==> src/rtl/ssr_pkg.sv <==
// Shared definitions for the synchronous serial receiver.
// Assumes a byte of eight bits unless a user overrides the width.
package ssr_pkg;
    parameter int unsigned SSR_BYTE_W = 8;

    typedef logic [SSR_BYTE_W-1:0] ssr_byte_t;

    // Source of the bit-sampling edge.
    typedef enum logic {
        SRC_EXTERNAL  = 1'b0,
        SRC_GENERATED = 1'b1
    } ssr_src_e;
endpackage

==> src/rtl/ssr_clkgen.sv <==
// Master transfer-clock generator.
// Holds the clock high whenever run is low. While running, it toggles the
// clock every div_sel+1 cycles. rise is a one-cycle pulse that coincides with
// the cycle in which sclk first reads high.
// Assumes div_sel is stable while run is high.
module ssr_clkgen #(
    parameter int unsigned DIV_W = 4
) (
    input  logic             clk,
    input  logic             rst_n,
    input  logic             run,
    input  logic [DIV_W-1:0] div_sel,
    output logic             sclk,
    output logic             rise
);
    localparam logic [DIV_W-1:0] ONE = {{(DIV_W-1){1'b0}}, 1'b1};

    logic [DIV_W-1:0] cnt;

    // Count the half period, toggle the clock at its end, flag rising toggles.
    always_ff @(posedge clk) begin
        if (!rst_n || !run) begin
            cnt  <= '0;
            sclk <= 1'b1;
            rise <= 1'b0;
        end else if (cnt == div_sel) begin
            cnt  <= '0;
            sclk <= ~sclk;
            rise <= ~sclk;
        end else begin
            cnt  <= cnt + ONE;
            rise <= 1'b0;
        end
    end


    hold_high_chk: assert property (@(posedge clk) disable iff (!rst_n)
        !run |=> (sclk && !rise));


    rise_level_chk: assert property (@(posedge clk) disable iff (!rst_n)
        rise |-> (sclk && !$past(sclk)));
endmodule

==> src/rtl/ssr_sync.sv <==
// Multi-stage synchronizer for asynchronous inputs.
// The output lags the input by STAGES cycles, and every bit of the bus sees the
// same delay. Assumes STAGES >= 2.
module ssr_sync #(
    parameter int unsigned W       = 1,
    parameter int unsigned STAGES  = 2,
    parameter logic [W-1:0] RST_VAL = '0
) (
    input  logic         clk,
    input  logic         rst_n,
    input  logic [W-1:0] d,
    output logic [W-1:0] q
);
    logic [STAGES-1:0][W-1:0] stg;

    // Shift the input through the register chain.
    always_ff @(posedge clk) begin
        if (!rst_n) begin
            stg <= {STAGES{RST_VAL}};
        end else begin
            stg <= {stg[STAGES-2:0], d};
        end
    end

    assign q = stg[STAGES-1];
endmodule

==> src/rtl/ssr_shifter.sv <==
// Receive shift core.
// On each tick it shifts in one bit, most significant first. On the last bit
// of a byte it either loads the holding register and sets full, or flags an
// overrun if full is still set, in which case the held byte is left alone.
// byte_done is a combinational pulse that marks the completing tick.
// Assumes tick is a single-cycle pulse.
module ssr_shifter #(
    parameter int unsigned BYTE_W = 8
) (
    input  logic              clk,
    input  logic              rst_n,
    input  logic              enable,
    input  logic              tick,
    input  logic              din,
    input  logic              rd_strobe,
    input  logic              ovr_clr,
    output logic [BYTE_W-1:0] rx_data,
    output logic              rx_full,
    output logic              overrun,
    output logic              byte_done
);
    localparam int unsigned      CNT_W = $clog2(BYTE_W);
    localparam logic [CNT_W-1:0] LAST  = CNT_W'(BYTE_W - 1);
    localparam logic [CNT_W-1:0] STEP  = CNT_W'(1);

    logic [BYTE_W-1:0] shreg;
    logic [CNT_W-1:0]  bit_cnt;

    assign byte_done = tick && (bit_cnt == LAST);

    // Assemble bits, hand complete bytes over, and maintain both flags.
    always_ff @(posedge clk) begin
        if (!rst_n || !enable) begin
            shreg   <= '0;
            bit_cnt <= '0;
            rx_data <= '0;
            rx_full <= 1'b0;
            overrun <= 1'b0;
        end else begin
            if (rd_strobe) rx_full <= 1'b0;
            if (ovr_clr)   overrun <= 1'b0;
            if (tick) begin
                shreg <= {shreg[BYTE_W-2:0], din};
                if (bit_cnt == LAST) begin
                    bit_cnt <= '0;
                    if (rx_full) begin
                        overrun <= 1'b1;
                    end else begin
                        rx_data <= {shreg[BYTE_W-2:0], din};
                        rx_full <= 1'b1;
                    end
                end else begin
                    bit_cnt <= bit_cnt + STEP;
                end
            end
        end
    end


    ovr_keep_chk: assert property (@(posedge clk) disable iff (!rst_n)
        (enable && byte_done && rx_full && !rd_strobe) |=> (overrun && rx_full && $stable(rx_data)));


    full_clear_chk: assert property (@(posedge clk) disable iff (!rst_n)
        (rd_strobe && !byte_done) |=> !rx_full);


    ovr_sticky_chk: assert property (@(posedge clk) disable iff (!rst_n)
        (enable && overrun && !ovr_clr) |=> overrun);


    disable_clear_chk: assert property (@(posedge clk) disable iff (!rst_n)
        !enable |=> (!rx_full && !overrun));
endmodule

==> src/rtl/ssr_rx_top.sv <==
// Clocked synchronous serial receiver, top level.
// Selects the bit-sampling edge: in master mode it comes from the internal
// clock generator, and in slave mode it comes from a synchronized sclk_in.
// Also owns the stop-after-next-byte halt state.
// Assumes rd_strobe and ovr_clr are single-cycle pulses from the register
// interface.
module ssr_rx_top
    import ssr_pkg::*;
#(
    parameter int unsigned DIV_W       = 4,
    parameter int unsigned SYNC_STAGES = 2
) (
    input  logic                  clk,
    input  logic                  rst_n,
    input  logic                  enable,
    input  logic                  master,
    input  logic [DIV_W-1:0]      div_sel,
    input  logic                  rcv_stop,
    input  logic                  rd_strobe,
    input  logic                  ovr_clr,
    input  logic                  sclk_in,
    input  logic                  sdata_in,
    output logic                  sclk_out,
    output logic                  sclk_oe,
    output logic [SSR_BYTE_W-1:0] rx_data,
    output logic                  rx_full,
    output logic                  overrun
);
    ssr_src_e  src;
    logic      gen_run, gen_rise;
    logic      halted, halt_now;
    logic [1:0] sync_q;
    logic      ext_prev, ext_rise;
    logic      tick, din, byte_done;

    assign src     = (enable && master) ? SRC_GENERATED : SRC_EXTERNAL;
    assign sclk_oe = (src == SRC_GENERATED);

    ssr_sync #(
        .W       (2),
        .STAGES  (SYNC_STAGES),
        .RST_VAL (2'b01)
    ) u_sync (
        .clk   (clk),
        .rst_n (rst_n),
        .d     ({sdata_in, sclk_in}),
        .q     (sync_q)
    );

    // Remember the previous synchronized external clock level for edge detection.
    always_ff @(posedge clk) begin
        if (!rst_n) ext_prev <= 1'b1;
        else        ext_prev <= sync_q[0];
    end

    assign ext_rise = sync_q[0] && !ext_prev;

    assign halt_now = byte_done && rcv_stop && (src == SRC_GENERATED);
    assign gen_run  = (src == SRC_GENERATED) && !halted && !halt_now;

    ssr_clkgen #(.DIV_W(DIV_W)) u_clkgen (
        .clk     (clk),
        .rst_n   (rst_n),
        .run     (gen_run),
        .div_sel (div_sel),
        .sclk    (sclk_out),
        .rise    (gen_rise)
    );

    // Latch the halt once a stop-requested byte completes; release on withdrawal.
    always_ff @(posedge clk) begin
        if (!rst_n || src != SRC_GENERATED || !rcv_stop) halted <= 1'b0;
        else if (halt_now)                               halted <= 1'b1;
    end

    always_comb begin
        if (src == SRC_GENERATED) begin
            tick = gen_rise;
            din  = sdata_in;
        end else begin
            tick = ext_rise;
            din  = sync_q[1];
        end
    end

    ssr_shifter #(.BYTE_W(SSR_BYTE_W)) u_shifter (
        .clk       (clk),
        .rst_n     (rst_n),
        .enable    (enable),
        .tick      (tick),
        .din       (din),
        .rd_strobe (rd_strobe),
        .ovr_clr   (ovr_clr),
        .rx_data   (rx_data),
        .rx_full   (rx_full),
        .overrun   (overrun),
        .byte_done (byte_done)
    );


    stop_hold_chk: assert property (@(posedge clk) disable iff (!rst_n)
        halted |-> sclk_out);


    slave_idle_chk: assert property (@(posedge clk) disable iff (!rst_n)
        !master |=> sclk_out);
endmodule

==> config.mk <==
export PLATFORM = sky130hd
export DESIGN_NAME = ssr_rx_top
export DESIGN_NICKNAME = d
export VERILOG_FILES = /design/src/rtl/ssr_pkg.sv /design/src/rtl/ssr_clkgen.sv /design/src/rtl/ssr_sync.sv /design/src/rtl/ssr_shifter.sv /design/src/rtl/ssr_rx_top.sv
export SDC_FILE = /design/constraint.sdc
export NUM_CORES = 1
export LEC_CHECK = 0
export CAP_MARGIN = 20
export CORE_MARGIN = 2
export CORE_UTILIZATION = 28
export CTS_BUF_LIST = sky130_fd_sc_hd__clkbuf_4
export DETAILED_ROUTE_END_ITERATION = 10
export HOLD_SLACK_MARGIN = 0.1
export RECOVER_POWER = 25
export REMOVE_ABC_BUFFERS = 1
export SYNTH_ARGS = -nofsm -noshare
export SYNTH_HDL_FRONTEND = slang
export SYNTH_SLANG_ARGS = --single-unit
==> constraint.sdc <==
create_clock -name clk -period 1.7 [get_ports clk]
set_input_delay 0.17 -clock clk [delete_from_list [all_inputs] [get_ports clk]]
set_output_delay 0.17 -clock clk [all_outputs]
set_load 0.02 [all_outputs]
==> impl_metrics.py, run 1 <==
metrics = {
    "synth": {
        "synth.top_cells.by_count": "dfxtp_1 (32), nand2_1 (21), a21oi_1 (18)",
        "synth_area_leaders": "dfxtp_1 (51%), a21oi_1 (7.2%), nand2_1 (6.3%)",
        "synth_top_area_cell": "dfxtp_1",
        "synth.distinct_cells": 33,
        "synth.avg_cell_area_um2": 9.28,
        "synth.most_common_cell": "dfxtp_1",
        "yosysTopAreaCellShare_pct": 51.1,
        "synthMuxAreaShare_pct": 3.10,
        "seq_area_frac_synth_pct": 51.1,
        "synthSimpleGateAreaFrac_pct": 21.3,
        "synth_warnings": 0,
        "netlist_area_um2": 1250,
        "synth_top_family_by_area": "simple AND/OR/NAND/NOR gates",
        "synthCells": 135,
        "synthAdderAreaFrac_pct": 3.00,
        "synth_flop_cell": "dfxtp_1",
        "synth-xor-area-share_pct": 4.90,
        "synth_edf_count": 0,
        "synth-seq-cells": 32,
        "synth_compound_area_share_pct": 13.7,
        "async_reset_ff_share_pct": 0,
    },
    "floorplan": {
        "die_y_um": 70.9,
        "pin_count": 25,
        "core_um2": 4320,
        "die_area_um2": 5020,
        "rows": 24,
        "start_util_pct": 29.0,
        "fp.dieW_um": 70.9,
    },
    "clock_tree": {
        "cts_setup_buffers": 0,
        "cts_made_buffers": 5,
        "clockRootBuffer": "clkbuf_4",
        "clkLatencyLatePin_ns": 0.33,
        "cts-htree-levels": 2,
        "numClockSinks": 32,
        "path_clk_slew_ns": 0.09,
        "cts_tree": "done",
        "clockBufferDepth": 2,
    },
    "placed_design": {
        "placed_cells": 211,
        "dp_hpwl_mm": 1.82,
        "port_buffers": 24,
        "dp_slack_ns": -0.00126,
        "gp_congestion": 0.694,
    },
    "finish": {
        "syn_to_final_growth_pct": 32.3,
        "stdcell_count": 219,
        "layout.nets": 182,
        "diodes": 0,
        "post-route-util_pct": 38.3,
        "drive_gt1_share_pct": 10.2,
    },
    "routing": {
        "first_iter_violations": 53,
        "viasPerCell": 4.67,
        "wl_met1_mm": 1.05,
        "ant_nets": 0,
        "dr_total_vias": 1023,
        "met2_length_mm": 1.21,
        "wire_per_inst_um": 11.1,
        "drc": 0,
        "drt_first_pass_iters": 4,
        "routed.top_layer": "met4",
        "routed_wirelength_mm": 2.42,
        "met3WireLength_um": 121,
    },
    "setup_path": {
        "crit_slowest_cell": "clkdlybuf4s50_1",
        "required_ns": 1.53,
        "cp_cell_sequence": "clkdlybuf4s50_1",
        "r2r_start": "u_shifter.bit_cnt[0]$_SDFFE_PP0N_",
        "crit_start": "u_shifter.rx_full$_SDFF_PP0_",
        "path_class": "reg -> out",
        "worst_setup_path_start_kind": "flip-flop",
        "cp_max_fo": 5,
        "crit_arrival_ns": 1.35,
        "path_delay_family": "buffers and inverters",
        "cp-end-kind": "primary output",
        "cpPeakStageDelay_ns": 0.63,
        "cp_num_buf_inv": 1,
    },
    "pwr": {
        "seqPwrFrac_pct": 53.6,
        "max-vdd-ir-drop_mv": 0.512,
        "p_total_uw": 1420,
        "p_sw_uw": 292,
        "p_sw_share_pct": 20.6,
        "pwr-share-clk_pct": 40.6,
        "leakagePower_uw": 0.000617,
        "power.internal_uw": 1120,
        "power_density_nw_per_um2": 855,
        "combinationalPowerShare_pct": 5.8,
    },
    "global_route": {
        "grt_max_degree": 21,
        "grtUsageTotal_pct": 10.7,
        "grt_pass1_vias": 992,
        "gr-total-overflow": 0,
        "grt_pass1_wl_mm": 4.17,
        "antenna_found_initial": 0,
    },
    "timing": {
        "setup_ws_ns": 0.184,
        "skew_ns": 0.00899,
        "min_period_ns": 1.52,
        "rsz0062_at_grt": "no",
        "whs_ns": 0.410,
        "fin_crit_sh_pct": 89.2,
        "timing.fmax_mhz": 660,
        "tightest_slew_ns": 0.466,
        "setup_viol": 0,
        "report.final.hold_viol_count": 0,
        "slew-limit-headroom_pct": 68.0,
        "slew_violations": 0,
    },
    "min_path": {
        "min_from": "sclk_in",
        "hold_path.class": "in -> reg",
    },
    "outcome": {
        "run_status": "completed",
    },
    "run": {
        "cap_violations": 0,
    },
}
## state kept, by name, indices dropped and copies added, names as in the netlist
| name | count |
|---|---|
| ext_prev | 1 |
| halted | 1 |
| u_shifter.overrun | 1 |
| u_shifter.bit_cnt | 3 |
| u_shifter.rx_data | 8 |
| u_shifter.shreg | 7 |
| u_clkgen.cnt | 4 |
| u_sync.q | 2 |
| u_clkgen.rise | 1 |
| u_clkgen.sclk | 1 |
| u_sync.stg | 2 |
| u_shifter.rx_full | 1 |
## worst register-to-register path, cell delays in order, from the launching register on
cell and delay (ns):
dfxtp_1 0.36, ha_1 0.16, ha_1 0.33, nor2b_1 0.21, nand2_1 0.09, a31o_2 0.24
## per-stage QoR
stage               TNS [ns]  area (um^2)
floorplan                  0         1220
global placement           0         1590
detailed placement  -0.00126         1590
CTS                        0         1670
global route               0         1660
finish                     0         1660
## power by group through the flow
| stage | logic (uW) | clock network (uW) | registers [uW] |
|---|---|---|---|
| 2_1_floorplan | 35.7 | 0 | 776 |
| 3_3_place_gp | 84.2 | 0 | 776 |
| 3_5_place_dp | 86.7 | 0 | 777 |
| 4_1_cts | 87.1 | 596 | 759 |
| 5_1_grt | 90.0 | 625 | 760 |
| 6_report | 82.1 | 575 | 759 |
## cell type report
cell class / count / area [um^2]
clock buffer: 6 / 45.0
clock inverter: 2 / 35.0
fill: 467 / 2670
inverter: 2 / 7.51
multi-input combinational: 95 / 571
sequential: 32 / 641
tap: 52 / 65.1
timing repair buffer: 30 / 293
## cell families (layout without fill, tap and decap cells)
kind of cell             after synthesis  in the layout
multiplexers                           3              3
AND/OR/NAND/NOR                       52             52
buffers and inverters                  8             40
flip-flops                            32             32
AO/OA/AOI/OAI                         30             30
XOR/XNOR                               7              7
adder cells (fa/ha/maj)                3              3
## metal layers
layer / global-route usage, % / up-vias
met5: 0 / -
met4: 6.29 / 0
met3: 3.42 / 5
met2: 18.5 / 24
met1: 11.4 / 472
li1: - / 522
## path summary, 6_finish.rpt
path,slack (ns),cells past startpoint,end
setup reg to reg,0.21,5,u_shifter.rx_data[0]$_SDFFE_PP0P_
setup / recovery,0.18,1,rx_full
hold reg to reg,0.41,1,u_sync.q[0]$_SDFF_PN1_
hold / removal,0.41,2,u_sync.stg[0]$_SDFF_PN1_
## layout by cell type (no fill, tap or decap), types with 3 or more instances in the layout
| master | count |
|---|---|
| buf_4 | 3 |
| clkdlybuf4s50_1 | 22 |
| nor2b_1 | 3 |
| and2_1 | 4 |
| dfxtp_1 | 32 |
| nand2b_1 | 4 |
| nand3_1 | 8 |
| clkbuf_4 | 6 |
| nand2_1 | 21 |
| ha_1 | 3 |
| xor2_1 | 5 |
| a21oi_1 | 18 |
| o21ai_0 | 6 |
## timing repair
action	4_1_cts	5_1_grt
resized for setup	0	2
endpoints found under the setup margin	0	3
hold buffers	0	0
Note: power is estimated with default switching activity, not from simulation.
==> inputs of run 2 (changes only) <==
Settings changed: CTS_CLUSTER_SIZE set to 8.
==> results of run 2 <==
No change in the layout: final DEF, timing and power equal those of run 1.
